$ cat config.mk
export PLATFORM = sky130hd
export DESIGN_NAME = adc_dout_port
export DESIGN_NICKNAME = d
export VERILOG_FILES = /design/src/rtl/adp_pkg.sv /design/src/rtl/adp_sync.sv /design/src/rtl/adp_conv_timer.sv /design/src/rtl/adp_shifter.sv /design/src/rtl/adc_dout_port.sv
export SDC_FILE = /design/constraint.sdc
export NUM_CORES = 1
export LEC_CHECK = 0
export ABC_AREA = 1
export BUFFER_PORTS_ARGS = -buffer_cell sky130_fd_sc_hd__buf_2
export CORE_MARGIN = 10
export CORE_UTILIZATION = 50
export CTS_CLUSTER_DIAMETER = 200
export CTS_CLUSTER_SIZE = 16
export DETAILED_ROUTE_END_ITERATION = 10
export PLACE_DENSITY = 0.73
export REMOVE_ABC_BUFFERS = 1
export SLEW_MARGIN = 10
export SYNTH_ARGS = -nofsm -noshare
export SYNTH_HDL_FRONTEND = slang
export SYNTH_SLANG_ARGS = --single-unit
$ cat constraint.sdc
create_clock -name clk -period 2.8 [get_ports clk]
set_input_delay 0.28 -clock clk [delete_from_list [all_inputs] [get_ports clk]]
set_output_delay 0.28 -clock clk [all_outputs]
set_load 0.02 [all_outputs]
$ cat src/rtl/adp_pkg.sv
package adp_pkg;
  localparam int FRAME_W = 32;
  localparam int MAG_W   = 23;
  localparam int SUB_W   = 5;
  localparam int CNT_W   = $clog2(FRAME_W) + 1;

  // Assemble the output word from the result fields and range status.
  function automatic logic [FRAME_W-1:0] pack_frame(
    input logic             sign,
    input logic [MAG_W-1:0] mag,
    input logic [SUB_W-1:0] sub,
    input logic             over,
    input logic             under
  );
    logic [FRAME_W-1:0] f;
    if (over)       f = {4'b0011, {(FRAME_W-4){1'b1}}};
    else if (under) f = '0;
    else            f = {2'b00, sign, ~sign, mag, sub};
    return f;
  endfunction
endpackage

$ cat src/rtl/adp_sync.sv
module adp_sync #(
  parameter int   STAGES  = 2,
  parameter logic RST_VAL = 1'b0
) (
  input  logic clk,
  input  logic rst_n,
  input  logic d,
  output logic q
);
  logic [STAGES-1:0] chain;

  generate
    if (STAGES == 1) begin : g_one
      always_ff @(posedge clk or negedge rst_n) begin
        if (!rst_n) chain <= RST_VAL;
        else        chain <= d;
      end
    end else begin : g_chain
      always_ff @(posedge clk or negedge rst_n) begin
        if (!rst_n) chain <= {STAGES{RST_VAL}};
        else        chain <= {chain[STAGES-2:0], d};
      end
    end
  endgenerate

  assign q = chain[STAGES-1];
endmodule

$ cat src/rtl/adp_conv_timer.sv
module adp_conv_timer #(
  parameter int CW = 16
) (
  input  logic          clk,
  input  logic          rst_n,
  input  logic          start,
  input  logic [CW-1:0] len,
  output logic          busy,
  output logic          done
);
  logic [CW-1:0] cnt;
  logic [CW-1:0] last;

  assign last = (len == '0) ? '0 : len - 1'b1;
  assign done = busy && !start && (cnt >= last);

  always_ff @(posedge clk or negedge rst_n) begin
    if (!rst_n) begin
      busy <= 1'b1;
      cnt  <= '0;
    end else if (start) begin
      busy <= 1'b1;
      cnt  <= '0;
    end else if (done) begin
      busy <= 1'b0;
      cnt  <= '0;
    end else if (busy) begin
      cnt  <= cnt + 1'b1;
    end
  end

  p_done_ends_busy_r3: assert property (@(posedge clk) disable iff (!rst_n)
    done |=> !busy);
  p_idle_count_zero_r3: assert property (@(posedge clk) disable iff (!rst_n)
    !busy |-> (cnt == '0));
endmodule

$ cat src/rtl/adp_shifter.sv
module adp_shifter
  import adp_pkg::*;
(
  input  logic               clk,
  input  logic               rst_n,
  input  logic               load,
  input  logic [FRAME_W-1:0] frame,
  input  logic               adv,
  output logic [FRAME_W-1:0] word,
  output logic [CNT_W-1:0]   bit_cnt
);
  localparam logic [CNT_W-1:0] LAST = CNT_W'(FRAME_W);

  logic step;
  assign step = adv && (bit_cnt != LAST);

  always_ff @(posedge clk or negedge rst_n) begin
    if (!rst_n) begin
      word    <= '1;
      bit_cnt <= LAST;
    end else if (load) begin
      word    <= frame;
      bit_cnt <= '0;
    end else if (step) begin
      word    <= {word[FRAME_W-2:0], 1'b1};
      bit_cnt <= bit_cnt + 1'b1;
    end
  end

  p_cnt_bound_r6: assert property (@(posedge clk) disable iff (!rst_n)
    bit_cnt <= LAST);
  p_step_moves_r4: assert property (@(posedge clk) disable iff (!rst_n)
    (step && !load) |=> (bit_cnt == $past(bit_cnt) + 1'b1));
endmodule

$ cat src/rtl/adc_dout_port.sv
module adc_dout_port
  import adp_pkg::*;
#(
  parameter int CONV_W      = 16,
  parameter int SYNC_STAGES = 2
) (
  input  logic              clk,
  input  logic              rst_n,
  input  logic              cs_n,
  input  logic              sck,
  output logic              sdo,
  output logic              sdo_oe,
  input  logic              res_sign,
  input  logic [MAG_W-1:0]  res_mag,
  input  logic [SUB_W-1:0]  res_sub,
  input  logic              res_over,
  input  logic              res_under,
  input  logic [CONV_W-1:0] conv_len
);
  localparam logic [CNT_W-1:0] LAST = CNT_W'(FRAME_W);

  logic cs_s, sck_s, cs_d, sck_d;
  logic cs_rise, sck_fall;
  logic busy, conv_done, conv_start, shift_adv;
  logic [FRAME_W-1:0] sh_word;
  logic [CNT_W-1:0]   bit_cnt;

  adp_sync #(.STAGES(SYNC_STAGES), .RST_VAL(1'b1)) u_cs_sync (
    .clk(clk), .rst_n(rst_n), .d(cs_n), .q(cs_s));
  adp_sync #(.STAGES(SYNC_STAGES), .RST_VAL(1'b0)) u_sck_sync (
    .clk(clk), .rst_n(rst_n), .d(sck), .q(sck_s));

  always_ff @(posedge clk or negedge rst_n) begin
    if (!rst_n) begin
      cs_d  <= 1'b1;
      sck_d <= 1'b0;
    end else begin
      cs_d  <= cs_s;
      sck_d <= sck_s;
    end
  end

  assign cs_rise    = cs_s && !cs_d;
  assign sck_fall   = !sck_s && sck_d;
  assign conv_start = cs_rise && !busy;
  assign shift_adv  = sck_fall && !cs_s && !busy;

  adp_conv_timer #(.CW(CONV_W)) u_timer (
    .clk(clk), .rst_n(rst_n), .start(conv_start), .len(conv_len),
    .busy(busy), .done(conv_done));

  adp_shifter u_shift (
    .clk(clk), .rst_n(rst_n), .load(conv_done),
    .frame(pack_frame(res_sign, res_mag, res_sub, res_over, res_under)),
    .adv(shift_adv), .word(sh_word), .bit_cnt(bit_cnt));

  always_comb begin
    sdo_oe = !cs_s;
    if (cs_s)      sdo = 1'b0;
    else if (busy) sdo = 1'b1;
    else           sdo = sh_word[FRAME_W-1];
  end

  p_deselect_hold_r1: assert property (@(posedge clk) disable iff (!rst_n)
    (cs_s && !conv_done) |=> $stable(sh_word));
  p_busy_flag_high_r2: assert property (@(posedge clk) disable iff (!rst_n)
    (busy && !cs_s) |-> sdo);
  p_bit30_low_r5: assert property (@(posedge clk) disable iff (!rst_n)
    (!busy && !cs_s && bit_cnt == 1) |-> !sdo);
  p_tail_high_r6: assert property (@(posedge clk) disable iff (!rst_n)
    (!busy && !cs_s && bit_cnt == LAST) |-> sdo);
  p_restart_r7: assert property (@(posedge clk) disable iff (!rst_n)
    conv_start |=> busy);
  p_sleep_hold_r8: assert property (@(posedge clk) disable iff (!rst_n)
    (!busy && !sck_fall) |=> $stable(sh_word));
endmodule

# [After elaboration in Yosys (flattened, before gate mapping)]
# Index checks and enable logic that the tools add are counted.
[classes] eq_ne=1 n_reduce_logical=17 n_lt_le_gt_ge=1 addsub=3 bitwise_logic=1 mux=14
[ops] cell="$mux 16" count=4
[ops] cell="$mux 32" count=2
[ops] cell="$mux 30" count=2
[ops] cell="$add 16x1->16 const B" count=1
[ops] cell="$ge 16x16->1" count=1
[ops] cell="$logic_not 16->1" count=1
[ops] cell="$sub 16x1->16 const B" count=1
[ops] cell="$mux 6" count=2
[ops] cell="$logic_and 1x1->1" count=8
[ops] cell="$add 6x1->6 const B" count=1
[ops] cell="$ne 6x6->1 const B" count=1
[ops] cell="$logic_not 1->1" count=5
[ops] cell="$mux 1" count=4
[ops] cell="$reduce_bool 2->1" count=2
[ops] cell="$reduce_bool 3->1" count=1
[ops] cell="$not 1->1" count=1
[word_totals] elab_cells=45 out_inout_bits=2 in_bits=51 register_bits=61

# [Depth between registers and ports, before layout]
# Gate-level depths: netlist (run 1).
[logic_depth] ltp_word=8 depth_mapped=23 mapped_depth_nobuf=20

# [Modules after synthesis]
# A second synthesis (run 1) with hierarchy kept.
[hier_totals] cells_unflattened=668 hier_area_um2=4631.9
[by_module_without_submodules] module="adp_shifter" cells_per_inst=285 seq_area_each_um2=992.2 area_each_um2=2063.2 instances=1
[by_module_without_submodules] module="adp_conv_timer" cells_per_inst=300 seq_area_each_um2=426.7 area_each_um2=1956.9 instances=1
[by_module_without_submodules] module="adc_dout_port" cells_per_inst=79 seq_area_each_um2=51.3 area_each_um2=509.2 instances=1
[by_module_without_submodules] module="adp_sync (u_cs_sync)" cells_per_inst=2 seq_area_each_um2=52.6 area_each_um2=52.6 instances=1
[by_module_without_submodules] module="adp_sync (u_sck_sync)" cells_per_inst=2 seq_area_each_um2=50.0 area_each_um2=50.0 instances=1

# [Worst setup path before layout (run 1)]
# No wires, ideal clock.
[synth_path] path_kind="input -> register" startpoint="in conv_len[0]" endpoint="reg u_timer.cnt[4]" n_path_buf=1 setup_slack_ns=0.355 t_arrival_ns=2.324 cell_stages=18 path_cell_list="inv_1 ha_1 nand2_1 nor2_2 inv_1 nor2_2 nand2_1 o21ai_1 nand3_1 ha_1 nand2_1 o21ai_0 a21oi_2 nand3_1 inv_1 nor2_2 buf_4 nor2_1"
[synth_via] elab_chain_cells=6
[synth_lines] element="from (decl)" line_no="adc_dout_port.sv:18" rtl="input logic [CONV_W-1:0] conv_len"
[synth_lines] element="$sub 16x1->16 or $logic_not 16->1 (tied branches)" line_no="adp_conv_timer.sv:14" rtl="assign last = (len == '0) ? '0 : len - 1'b1;"
[synth_lines] element="$mux 16 *" line_no="adp_conv_timer.sv:14"
[synth_lines] element="$ge 16x16->1 *" line_no="adp_conv_timer.sv:15" rtl="assign done = busy && !start && (cnt >= last);"
[synth_lines] element="$logic_and 1x1->1 *" line_no="adp_conv_timer.sv:15"
[synth_lines] element="$mux 16" line_no="adp_conv_timer.sv:24" rtl="end else if (done) begin"
[synth_lines] element="$mux 16" line_no="adp_conv_timer.sv:21" rtl="end else if (start) begin"
[synth_lines] element="to (signal assigned)" line_no="adp_conv_timer.sv:28" rtl="cnt <= cnt + 1'b1;"
[synth_lines] element="to (decl)" line_no="adp_conv_timer.sv:11" rtl="logic [CW-1:0] cnt;"
# Every way passes the cells marked *; elsewhere a longest branch is shown, timed or not.
# A chain may end at the register's enable or synchronous reset.

# [Worst setup path after layout (run 1)]
[layout_path] startpoint="in conv_len[3]" endpoint="reg u_shift.word[29]"
[layout_via] elab_chain_cells=5
[layout_lines] element="$sub 16x1->16 or $logic_not 16->1 (tied branches)" line_no="adp_conv_timer.sv:14"
[layout_lines] element="$mux 16 *" line_no="adp_conv_timer.sv:14"
[layout_lines] element="$ge 16x16->1 *" line_no="adp_conv_timer.sv:15"
[layout_lines] element="$logic_and 1x1->1 *" line_no="adp_conv_timer.sv:15"
[layout_lines] element="$mux 32 or $reduce_bool 2->1 (tied branches)"
[layout_lines] element="to (signal assigned)" line_no="adp_shifter.sv:22" rtl="word <= frame;"
[layout_lines] element="to (signal assigned)" line_no="adp_shifter.sv:25" rtl="word <= {word[FRAME_W-2:0], 1'b1};"
[layout_lines] element="to (decl)" line_no="adp_shifter.sv:9" rtl="output logic [FRAME_W-1:0] word,"
# Marks and branches as above.

==> metrics.txt, run 1 <==
status=completed; Initial Utilization=0.523; most used cell along the critical path=nand2_1; CP peak stage delay=around 0.25 ns; Setup Total Neg Slack=0 ns; initial antenna violation count=0; leading area contributor after synthesis=dfstp_2; CP Max Fanout=11; fin crit share=0.906; clk sink count=61; GPL Wtd Cong=approximately 0.88; YS warnings=0; Syn Std Cell Area=a little over 0.004 mm2; Die W=between 100 and 150 um; die height=111 um; Placed Cells=approximately 700; worst-path cell chain=buf_2 -> nor2_2 -> nand4_1 -> buf_4 -> o21ai_0 -> o21ai_0 -> nand2_1 -> ha_1 -> nand2_1 -> inv_2 -> nand2_1 -> nor2_1 -> nor2_1 -> nand2_1 -> nand2_1 -> nand2_2 -> nand2_2 -> buf_4 -> nand2_1 -> nand2_1 -> nand2_1; Util after Layout=0.608; Pwr Density=742 mW/mm2; 1st-iter DRT viols=180; number of flops mapped to enable cells by yosys=0; Worst Path Buf+Inv=4; CTS max path bufs=2; Setup crit start kind=primary input; min Tclk post-route=between 2 and 3 ns; # rows=32; cells after synthesis=573; register bit total from synthesis=slightly above 60; Int Pwr=2.42 mW; top post-synthesis cells by count=nand2_1 (189), nand3_1 (83), nor2_1 (49), inv_1 (38), dfstp_2 (37); CP max-delay cell=nand4_1; worst vdd ir=roughly 0.44 mV; distinct cell type count after synthesis=32; Hold Slack=0.0268 ns; vias in the first global route=3847; setup slack at placement=-0.0427 ns; IO Pins=between 50 and 60; Avg Synthesized Cell Area=approximately 7.2 um2; RSZ-0062 raised after global routing=no; final non-filler cell total=between 700 and 800; MaxCap Viol Count=0; TritonCTS buffer count=9; Power Total=3.54 mW; Routed WL per cell=about 13 um; Top FF cell, synth=dfstp_2; Synth area leaders=dfstp_2 (24%), nand2_1 (17%), dfrtp_1 (15%), nand3_1 (10%), ha_1 (6.4%); DR pass1 iterations=4; Comb pwr share=0.258; clk_skew=between 0.01 and 0.015 ns; Post-Route M1 WL=approximately 4400 um; Core Footprint=0.00785 mm2; required time of the critical path=~3.1 ns; All-Layer GR Usage=0.155; Lkg Pwr=2.45 nW; Clk Latency, worst-skew pair=around 0.34 ns; fin nets=about 700; antenna-violating nets left=0; Hold Path Class=primary input to async pin; worst setup margin=approximately 0.26 ns; Layout area overhead=16.4%; crit path kind=primary input to flip-flop; grt ovf=0; Top delay family on crit path=simple AND/OR/NAND/NOR gates; Switching Power=between 1 and 1.5 mW; Slew headroom=0.432; H-tree levels=3; post-synth top area share=0.237; vias per cell=5.24; met3 wire length=a little under 500 um; Post-CTS Setup Inserts=0; register share of total power=0.463; number of port buffers=52; Final Max Slew Viols=0; full die area=roughly 0.012 mm2; Final Hold Fails=0; Clock power frac=0.279; setup violators final=0; register area share after synthesis=0.383; vias=between 3000 and 4000; DRC=0; max layer used=met4; WP data arrival=2.80 ns; Worst-path clk slew=0.07 ns; Post-synth ARST share=1.00; Inserted Diodes=0; top-count cell post-synth=nand2_1; met2 routed WL=between 4000 and 5000 um; global-route wire length before repair=approximately 17000 um; worst-margin pin slew=approximately 0.85 ns; largest net degree at the start of global routing=39; FMAX=roughly 390 MHz; CTS tree=done; final instance area=about 0.0048 mm2; layout cell share with drive strength beyond 1=0.223; Clock Tree Root=clkbuf_8; dpl hpwl=between 7000 and 8000 um; Switching Fraction=0.316; Worst Setup End Kind=flip-flop; area post-placement=approximately 0.0045 mm2; WL final=slightly below 10000 um
-- cells by family after synthesis --
logic type,Yosys count,synth area share
and+or+nand+nor,348,0.362
buffers and inverters,70,0.0787
adders and majority gates,21,0.0640
xor gates and xnor gates,18,0.0384
AOI/OAI and AO/OA,55,0.0732
DFF,61,0.383
-- worst paths after layout --
| kind | startpoint | to | slack [ns] | depth (start not counted) |
|---|---|---|---|---|
| worst max-delay path | conv_len[3] | u_shift.word[29]$_DFFE_PN1P_ | 0.26 | 21 |
| worst min-delay path | rst_n | u_timer.cnt[1]$_DFFE_PN0P_ | 0.03 | 1 |
| worst max register to register | u_timer.cnt[5]$_DFFE_PN0P_ | u_shift.word[29]$_DFFE_PN1P_ | 0.84 | 14 |
| worst min register to register | u_sck_sync.chain[0]$_DFF_PN0_ | u_sck_sync.chain[1]$_DFF_PN0_ | 0.35 | 0 |
| max in group asynchronous | rst_n | u_shift.word[18]$_DFFE_PN1P_ | 1.92 | 2 |
| min in group clk | cs_n | u_cs_sync.chain[0]$_DFF_PN1_ | 0.05 | 1 |
-- sequential cells by signal, summed over array words and instances, names as in the netlist --
| register | cells |
|---|---|
| u_timer.busy | 1 |
| sck_d | 1 |
| u_shift.bit_cnt | 6 |
| u_shift.word | 32 |
| cs_d | 1 |
| u_timer.cnt | 16 |
| u_sck_sync.chain | 2 |
| u_cs_sync.chain | 2 |
-- area by class of cell --
cell class / count / area, um2
multi-input cells: 442 / 2210
inverters: 41 / 154
well taps: 102 / 128
clock buffers: 11 / 151
flip-flops and latches: 61 / 1570
clock inverters: 5 / 106
repair buffers: 71 / 453
fillers: 727 / 3070
-- power by group through the flow --
stage               clock network, mW  registers (mW)  logic, mW
floorplan                           0            1.58      0.658
global placement                    0            1.64      0.869
detailed placement                  0            1.64      0.920
CTS                              1.00            1.64      0.928
global route                     1.04            1.69       1.08
finish                          0.989            1.64      0.914
-- worst reg2reg max path, cell delays in order (launching register included) --
cell,delay [ns]
dfrtp_1,0.46
ha_1,0.34
nand2_1,0.08
inv_1,0.03
nand2_1,0.08
nor2_1,0.05
nor2_1,0.08
nand2_1,0.05
nand2_1,0.09
nand2_2,0.09
nand2_2,0.16
buf_4,0.20
nand2_1,0.06
nand2_1,0.07
nand2_1,0.06
-- metal layers --
metal	GRT usage	vias up
met5	0	-
met4	0.0639	0
met3	0.0297	11
met2	0.264	86
met1	0.186	1786
li1	-	1959
-- cells in the final DEF (no fill, tap or decap), types with 6 or more instances in the layout --
cell type | synthesis | layout
a21oi_1 | 35 | 35
nor3_1 | 8 | 8
nor2_1 | 49 | 48
xor2_1 | 14 | 14
dfstp_2 | 37 | 37
nand2_1 | 189 | 189
inv_1 | 38 | 38
dfrtp_1 | 24 | 24
buf_4 | 3 | 15
o21ai_0 | 12 | 12
clkbuf_8 | 0 | 11
nand3_1 | 83 | 83
buf_2 | 9 | 52
nand4_1 | 6 | 6
ha_1 | 21 | 21
-- what timing repair did --
action	4_1_cts	5_1_grt
endpoints found under the setup margin	0	2
hold buffers	0	0
gates resized for setup	0	1
No activity file was read; power rests on OpenSTA's default activity.
==> run 2: changes to the inputs <==
CELL_PAD_IN_SITES_DETAIL_PLACEMENT = 1   (was default)
CELL_PAD_IN_SITES_GLOBAL_PLACEMENT = 1   (was default)
CORE_UTILIZATION = 46   (was 50)
PLACE_DENSITY = 0.89   (was 0.73)
==> metrics.txt, run 2 (same netlist as run 1, synthesis figures left out) <==
status=completed (unchanged); CP Max Fanout=17 (was 11); most frequent cells in the layout=nand2_1 (189), nand3_1 (83), buf_2 (52) (unchanged); grt ovf=0 (unchanged); Setup crit start kind=primary input (unchanged); hold buffer count at CTS=0 (unchanged); 1st-iter DRT viols=188 (was 180); Pwr Density=735 mW/mm2 (was 742 mW/mm2); final non-filler cell total=740 (was 733); Placed Cells=723 (was 717); crit path kind=primary input to flip-flop (unchanged); Final Hold Fails=0 (unchanged); layout cell share with drive strength beyond 1=0.226 (was 0.223); # rows=34 (was 32); Top delay family on crit path=simple AND/OR/NAND/NOR gates (unchanged); die height=114 um (was 111 um); setup violators final=0 (unchanged); final instance area=0.00476 mm2 (was 0.00477 mm2); Clock Tree Root=clkbuf_8 (unchanged); fin crit share=0.918 (was 0.906); vias in the first global route=4372 (was 3847); vias=3957 (was 3842); dpl hpwl=8280 um (was 7080 um); Routed WL per cell=15.7 um (was 13.2 um); MaxCap Viol Count=0 (unchanged); Fillers=1153 (was 727); max FFs per register=32 (unchanged); DRC=0 (unchanged); clk_skew=0.00897 ns (was 0.0134 ns); biggest regs=u_shift.word (32), u_timer.cnt (16), u_shift.bit_cnt (6) (unchanged); All-Layer GR Usage=0.184 (was 0.155); Worst Path Buf+Inv=7 (was 4); largest net degree at the start of global routing=62 (was 39); CTS tree=done (unchanged); commonest non-fill, non-tap cell in the layout=nand2_1 (unchanged); WL final=11600 um (was 9660 um); most used cell along the critical path=nand2_1 (unchanged); required time of the critical path=3.04 ns (was 3.06 ns); WP data arrival=2.81 ns (was 2.80 ns); GPL Wtd Cong=0.867 (was 0.880); Biggest register=u_shift.word (unchanged); worst-path cell chain=buf_2 -> inv_1 -> ha_1 -> nand2_1 -> nor4_4 -> buf_4 -> buf_4 -> or2_2 -> ha_1 -> nand2_1 -> inv_1 -> nand2_1 -> nand2_1 -> nand2_1 -> nand2_1 -> nand2_1 -> nand2_2 -> nand2_2 -> buf_12 -> inv_1 -> nor2_1 (was buf_2 -> nor2_2 -> nand4_1 -> buf_4 -> o21ai_0 -> o21ai_0 -> nand2_1 -> ha_1 -> nand2_1 -> inv_2 -> nand2_1 -> nor2_1 -> nor2_1 -> nand2_1 -> nand2_1 -> nand2_2 -> nand2_2 -> buf_4 -> nand2_1 -> nand2_1 -> nand2_1); vias per cell=5.35 (was 5.24); TritonCTS buffer count=9 (unchanged); initial antenna violation count=0 (unchanged); CP max-delay cell=ha_1 (was nand4_1); area post-placement=0.00452 mm2 (was 0.00451 mm2); FMAX=389 MHz (was 394 MHz); Util after Layout=0.545 (was 0.608); full die area=0.0131 mm2 (was 0.0122 mm2); Slew headroom=0.427 (was 0.432); Hold Path Class=primary input to flip-flop (was primary input to async pin); Die W=114 um (was 111 um); Worst-path clk slew=0.08 ns (was 0.07 ns); Lkg Pwr=2.43 nW (was 2.45 nW); number of port buffers=52 (unchanged); Layout area overhead=15.9% (was 16.4%); worst vdd ir=0.365 mV (was 0.439 mV); Initial Utilization=0.470 (was 0.523); CTS max path bufs=2 (unchanged); Inserted Diodes=0 (unchanged); antenna-violating nets left=0 (unchanged); min Tclk post-route=2.57 ns (was 2.54 ns); fin nets=699 (was 698); H-tree levels=3 (unchanged); Core Footprint=0.00872 mm2 (was 0.00785 mm2); Worst Setup End Kind=flip-flop (unchanged); Final Max Slew Viols=0 (unchanged); clk sink count=61 (unchanged); IO Pins=53 (unchanged); global-route wire length before repair=20100 um (was 16800 um); DR pass1 iterations=4 (unchanged); worst-margin pin slew=0.858 ns (was 0.851 ns); CP peak stage delay=0.32 ns (was 0.25 ns); RSZ-0062 raised after global routing=no (unchanged); Clk Latency, worst-skew pair=0.35 ns (was 0.34 ns)
==> run 2: cell types whose count changed in the layout (fill, tap and decap cells not counted), sizes merged <==
cell / change
buf: +1
clkbuf: -2
bufinv: -1
inv: +1
clkinv: +2
==> run 2: worst paths after layout <==
kind / slack (ns) / end / cells after the start / from
setup / recovery: 0.23 / u_shift.bit_cnt[4]$_DFFE_PN0P_ / 21 / conv_len[0]
hold / removal: 0.03 / u_cs_sync.chain[0]$_DFF_PN1_ / 1 / cs_n
setup reg to reg: 0.77 / u_timer.busy$_DFFE_PN1P_ / 13 / u_timer.cnt[5]$_DFFE_PN0P_
hold reg to reg: 0.36 / u_cs_sync.chain[1]$_DFF_PN1_ / 0 / u_cs_sync.chain[0]$_DFF_PN1_
max in group asynchronous: 2.20 / u_timer.cnt[8]$_DFFE_PN0P_ / 2 / rst_n
min in group asynchronous: 0.09 / u_sck_sync.chain[0]$_DFF_PN0_ / 2 / rst_n
==> run 2: final cells by class <==
cell class	count	area [um2]	area share
multi-input combinational	442	2210	0.465
sequential	61	1570	0.331
timing repair buffer	72	460	0.0968
inverter	41	154	0.0324
tap	108	135	0.0284
clock buffer	9	124	0.0260
clock inverter	7	98.8	0.0208
==> run 2: routing by layer <==
layer	up-vias	GRT usage	share of wire
li1	1961	-	-
met1	1897	0.215	0.42
met2	78	0.327	0.53
met3	21	0.0304	0.036
met4	0	0.0693	0.018
met5	-	0	0
==> run 2: repair_timing <==
| action | CTS | global route |
|---|---|---|
| endpoints found under the hold margin | 0 | 0 |
| endpoints found under the setup margin | 0 | 44 |
| gates resized for setup | 0 | 2 |
| setup buffers | 0 | 1 |
==> run 2: metrics by stage <==
stage	setup slack (ns)	hold WS (ns)	setup TNS, ns	total power, mW
after floorplan	-0.382	-0.0156	-10.78	2.24
after global placement	-0.0112	0.336	-0.0295	2.50
after detailed placement	-0.254	0.349	-8.68	2.61
after CTS	0.101	0.0198	0	3.53
after global routing	0.0199	0.0104	0	3.78
final	0.230	0.0282	0	3.50
==> run 2: worst reg2reg max path: cells and delay by family (launching register included) <==
kind | cells | cell delay, ns
adders and majority gates | 1 | 0.34
DFF | 1 | 0.45
and+or+nand+nor | 10 | 0.89
buffers and inverters | 2 | 0.27
==> run 2: report_power, final <==
part	total (mW)	leakage (nW)	switching, mW	internal (mW)
combinational	0.971	1.62	0.576	0.394
clock	0.885	0.110	0.380	0.505
sequential	1.64	0.701	0.250	1.39
==> run 3: changes to the inputs <==
HOLD_SLACK_MARGIN = 0.05   (was default)
REMOVE_ABC_BUFFERS = default   (was 1)
TNS_END_PERCENT = 1   (was default)
==> metrics.txt, run 3 (same netlist as run 1, synthesis figures left out) <==
fin crit share=1.03 (was 0.918); min Tclk post-route=2.88 ns (was 2.57 ns); clk sink count=61 (unchanged); Util after Layout=0.578 (was 0.545); Routed WL per cell=19.4 um (was 15.7 um); area post-placement=0.00457 mm2 (was 0.00452 mm2); 1st-iter DRT viols=252 (was 188); WP data arrival=3.15 ns (was 2.81 ns); Setup crit start kind=primary input (unchanged); Int Pwr=2.31 mW (was 2.29 mW); GPL Wtd Cong=0.863 (was 0.867); Comb pwr share=0.303 (was 0.278); number of port buffers=52 (unchanged); Final Max Slew Viols=0 (unchanged); Clk Latency, worst-skew pair=0.36 ns (was 0.35 ns); vias=4302 (was 3957); clk_skew=0.00987 ns (was 0.00897 ns); Worst Setup End Kind=flip-flop (unchanged); Layout area overhead=23.0% (was 15.9%); IO Pins=53 (unchanged); RSZ-0062 raised after global routing=yes (was no); Final Hold Fails=0 (unchanged); biggest regs=u_shift.word (32), u_timer.cnt (16), u_shift.bit_cnt (6) (unchanged); antenna-violating nets left=0 (unchanged); setup violators final=25 (was 0); Clock power frac=0.236 (was 0.253); Reg area=0.00157 mm2 (unchanged); Pwr Density=715 mW/mm2 (was 735 mW/mm2); dpl hpwl=8600 um (was 8280 um); FMAX=347 MHz (was 389 MHz); vias in the first global route=4470 (was 4372); worst vdd ir=0.389 mV (was 0.365 mV); Switching Fraction=0.360 (was 0.345); DR pass1 iterations=4 (unchanged); failing checks=negative setup slack; final instance area=0.00504 mm2 (was 0.00476 mm2); layout cell share with drive strength beyond 1=0.268 (was 0.226); fin nets=721 (was 699); worst-margin pin slew=0.877 ns (was 0.858 ns); Clock Tree Root=clkbuf_8 (unchanged); WL final=14800 um (was 11600 um); CTS max path bufs=2 (unchanged); Initial Utilization=0.470 (unchanged); vias per cell=5.65 (was 5.35); Biggest register=u_shift.word (unchanged); crit path kind=primary input to flip-flop (unchanged); Mapped Nets=~650; Placed Cells=733 (was 723); status=finished, violations left (was completed); Slew headroom=0.415 (was 0.427); Hold Slack=0.261 ns (was 0.0282 ns); DRC=0 (unchanged); full die area=0.0131 mm2 (unchanged); die height=114 um (unchanged); All-Layer GR Usage=0.196 (was 0.184); final non-filler cell total=762 (was 740); Switching Power=1.30 mW (was 1.21 mW); Fillers=1119 (was 1153); largest net degree at the start of global routing=39 (was 62); global-route wire length before repair=21200 um (was 20100 um); multi-input logic area=0.00228 mm2 (was 0.00221 mm2); Setup Total Neg Slack=-0.943 ns (was 0 ns); TritonCTS buffer count=9 (unchanged); setup slack at placement=-0.320 ns (was -0.254 ns); initial antenna violation count=0 (unchanged); commonest non-fill, non-tap cell in the layout=nand2_1 (unchanged); most frequent cells in the layout=nand2_1 (185), nand3_1 (82), buf_2 (52) (was nand2_1 (189), nand3_1 (83), buf_2 (52)); Hold Path Class=primary input to flip-flop (unchanged); H-tree levels=3 (unchanged); CP Max Fanout=11 (was 17); worst setup margin=-0.0848 ns (was 0.230 ns); register share of total power=0.461 (was 0.469); grt ovf=0 (unchanged); max FFs per register=32 (unchanged); Inserted Diodes=0 (unchanged); Lkg Pwr=2.56 nW (was 2.43 nW); Power Total=3.61 mW (was 3.50 mW); Worst-path clk slew=0.07 ns (was 0.08 ns); # rows=34 (unchanged); MaxCap Viol Count=0 (unchanged); required time of the critical path=3.06 ns (was 3.04 ns); Core Footprint=0.00872 mm2 (unchanged); CTS tree=done (unchanged); Die W=114 um (unchanged)
## run 3: cell types whose count changed in the layout (fill, tap and decap cells not counted), sizes merged
cell,before,now
clkbuf,9,14
bufinv,2,1
buf,72,88
inv,42,40
clkinvlp,1,2
dlygate4sd3,0,3
## run 3: power groups by stage
stage          clock (mW)  combinational (mW)  sequential, mW
5_1_grt             0.908                1.23            1.70
3_5_place_dp            0               0.974            1.64
3_3_place_gp            0               0.876            1.62
2_1_floorplan           0               0.703            1.57
4_1_cts             0.859                1.01            1.64
6_report            0.853                1.09            1.66
## run 3: layout make-up
type | instances | area share
Multi-Input combinational cell | 442 | 0.453
Sequential cell | 61 | 0.312
Timing Repair Buffer | 93 | 0.134
Clock buffer | 12 | 0.0330
Inverter | 41 | 0.0312
Tap cell | 108 | 0.0268
Clock inverter | 4 | 0.00893
Timing Repair inverter | 1 | 0.00149
## run 3: repair_timing
item,CTS,global route
resized for setup,1,27
setup buffers,0,7
endpoints found under the hold margin,26,0
pin swaps,0,8
setup endpoints to repair,6,51
cloned,0,3
hold buffers,3,0
## run 3: path summary, 6_finish.rpt
kind	endpoint	slack (ns)	cells after the start	start
min in group asynchronous	u_timer.cnt[8]$_DFFE_PN0P_	0.54	2	rst_n
max in group asynchronous	u_shift.word[0]$_DFFE_PN1P_	1.44	3	rst_n
max reg2reg	u_shift.word[20]$_DFFE_PN1P_	0.60	15	u_timer.cnt[5]$_DFFE_PN0P_
min reg2reg	u_cs_sync.chain[1]$_DFF_PN1_	0.36	0	u_cs_sync.chain[0]$_DFF_PN1_
max	u_timer.cnt[12]$_DFFE_PN0P_	-0.08	16	conv_len[9]
min	u_shift.word[3]$_DFFE_PN1P_	0.26	5	res_sub[3]
## run 3: worst max-delay path, stage by stage
cell	delay, ns
buf_2	0.11
nor2_1	0.21
nand2_2	0.16
nor4_4	0.42
inv_2	0.15
buf_4	0.16
nand3_1	0.11
ha_1	0.27
a21oi_1	0.23
o21ai_1	0.11
a21oi_2	0.22
nand3_2	0.19
inv_2	0.13
nor2_4	0.06
buf_12	0.14
nor2_1	0.17
## run 3: routing by layer
layer  track usage  part of all wire  vias to the layer above
met5             0                 0                        -
met4        0.0894             0.040                        0
met3        0.0414             0.043                       45
met2         0.344              0.52                      128
met1         0.221              0.39                     2125
li1              -                 -                     2004
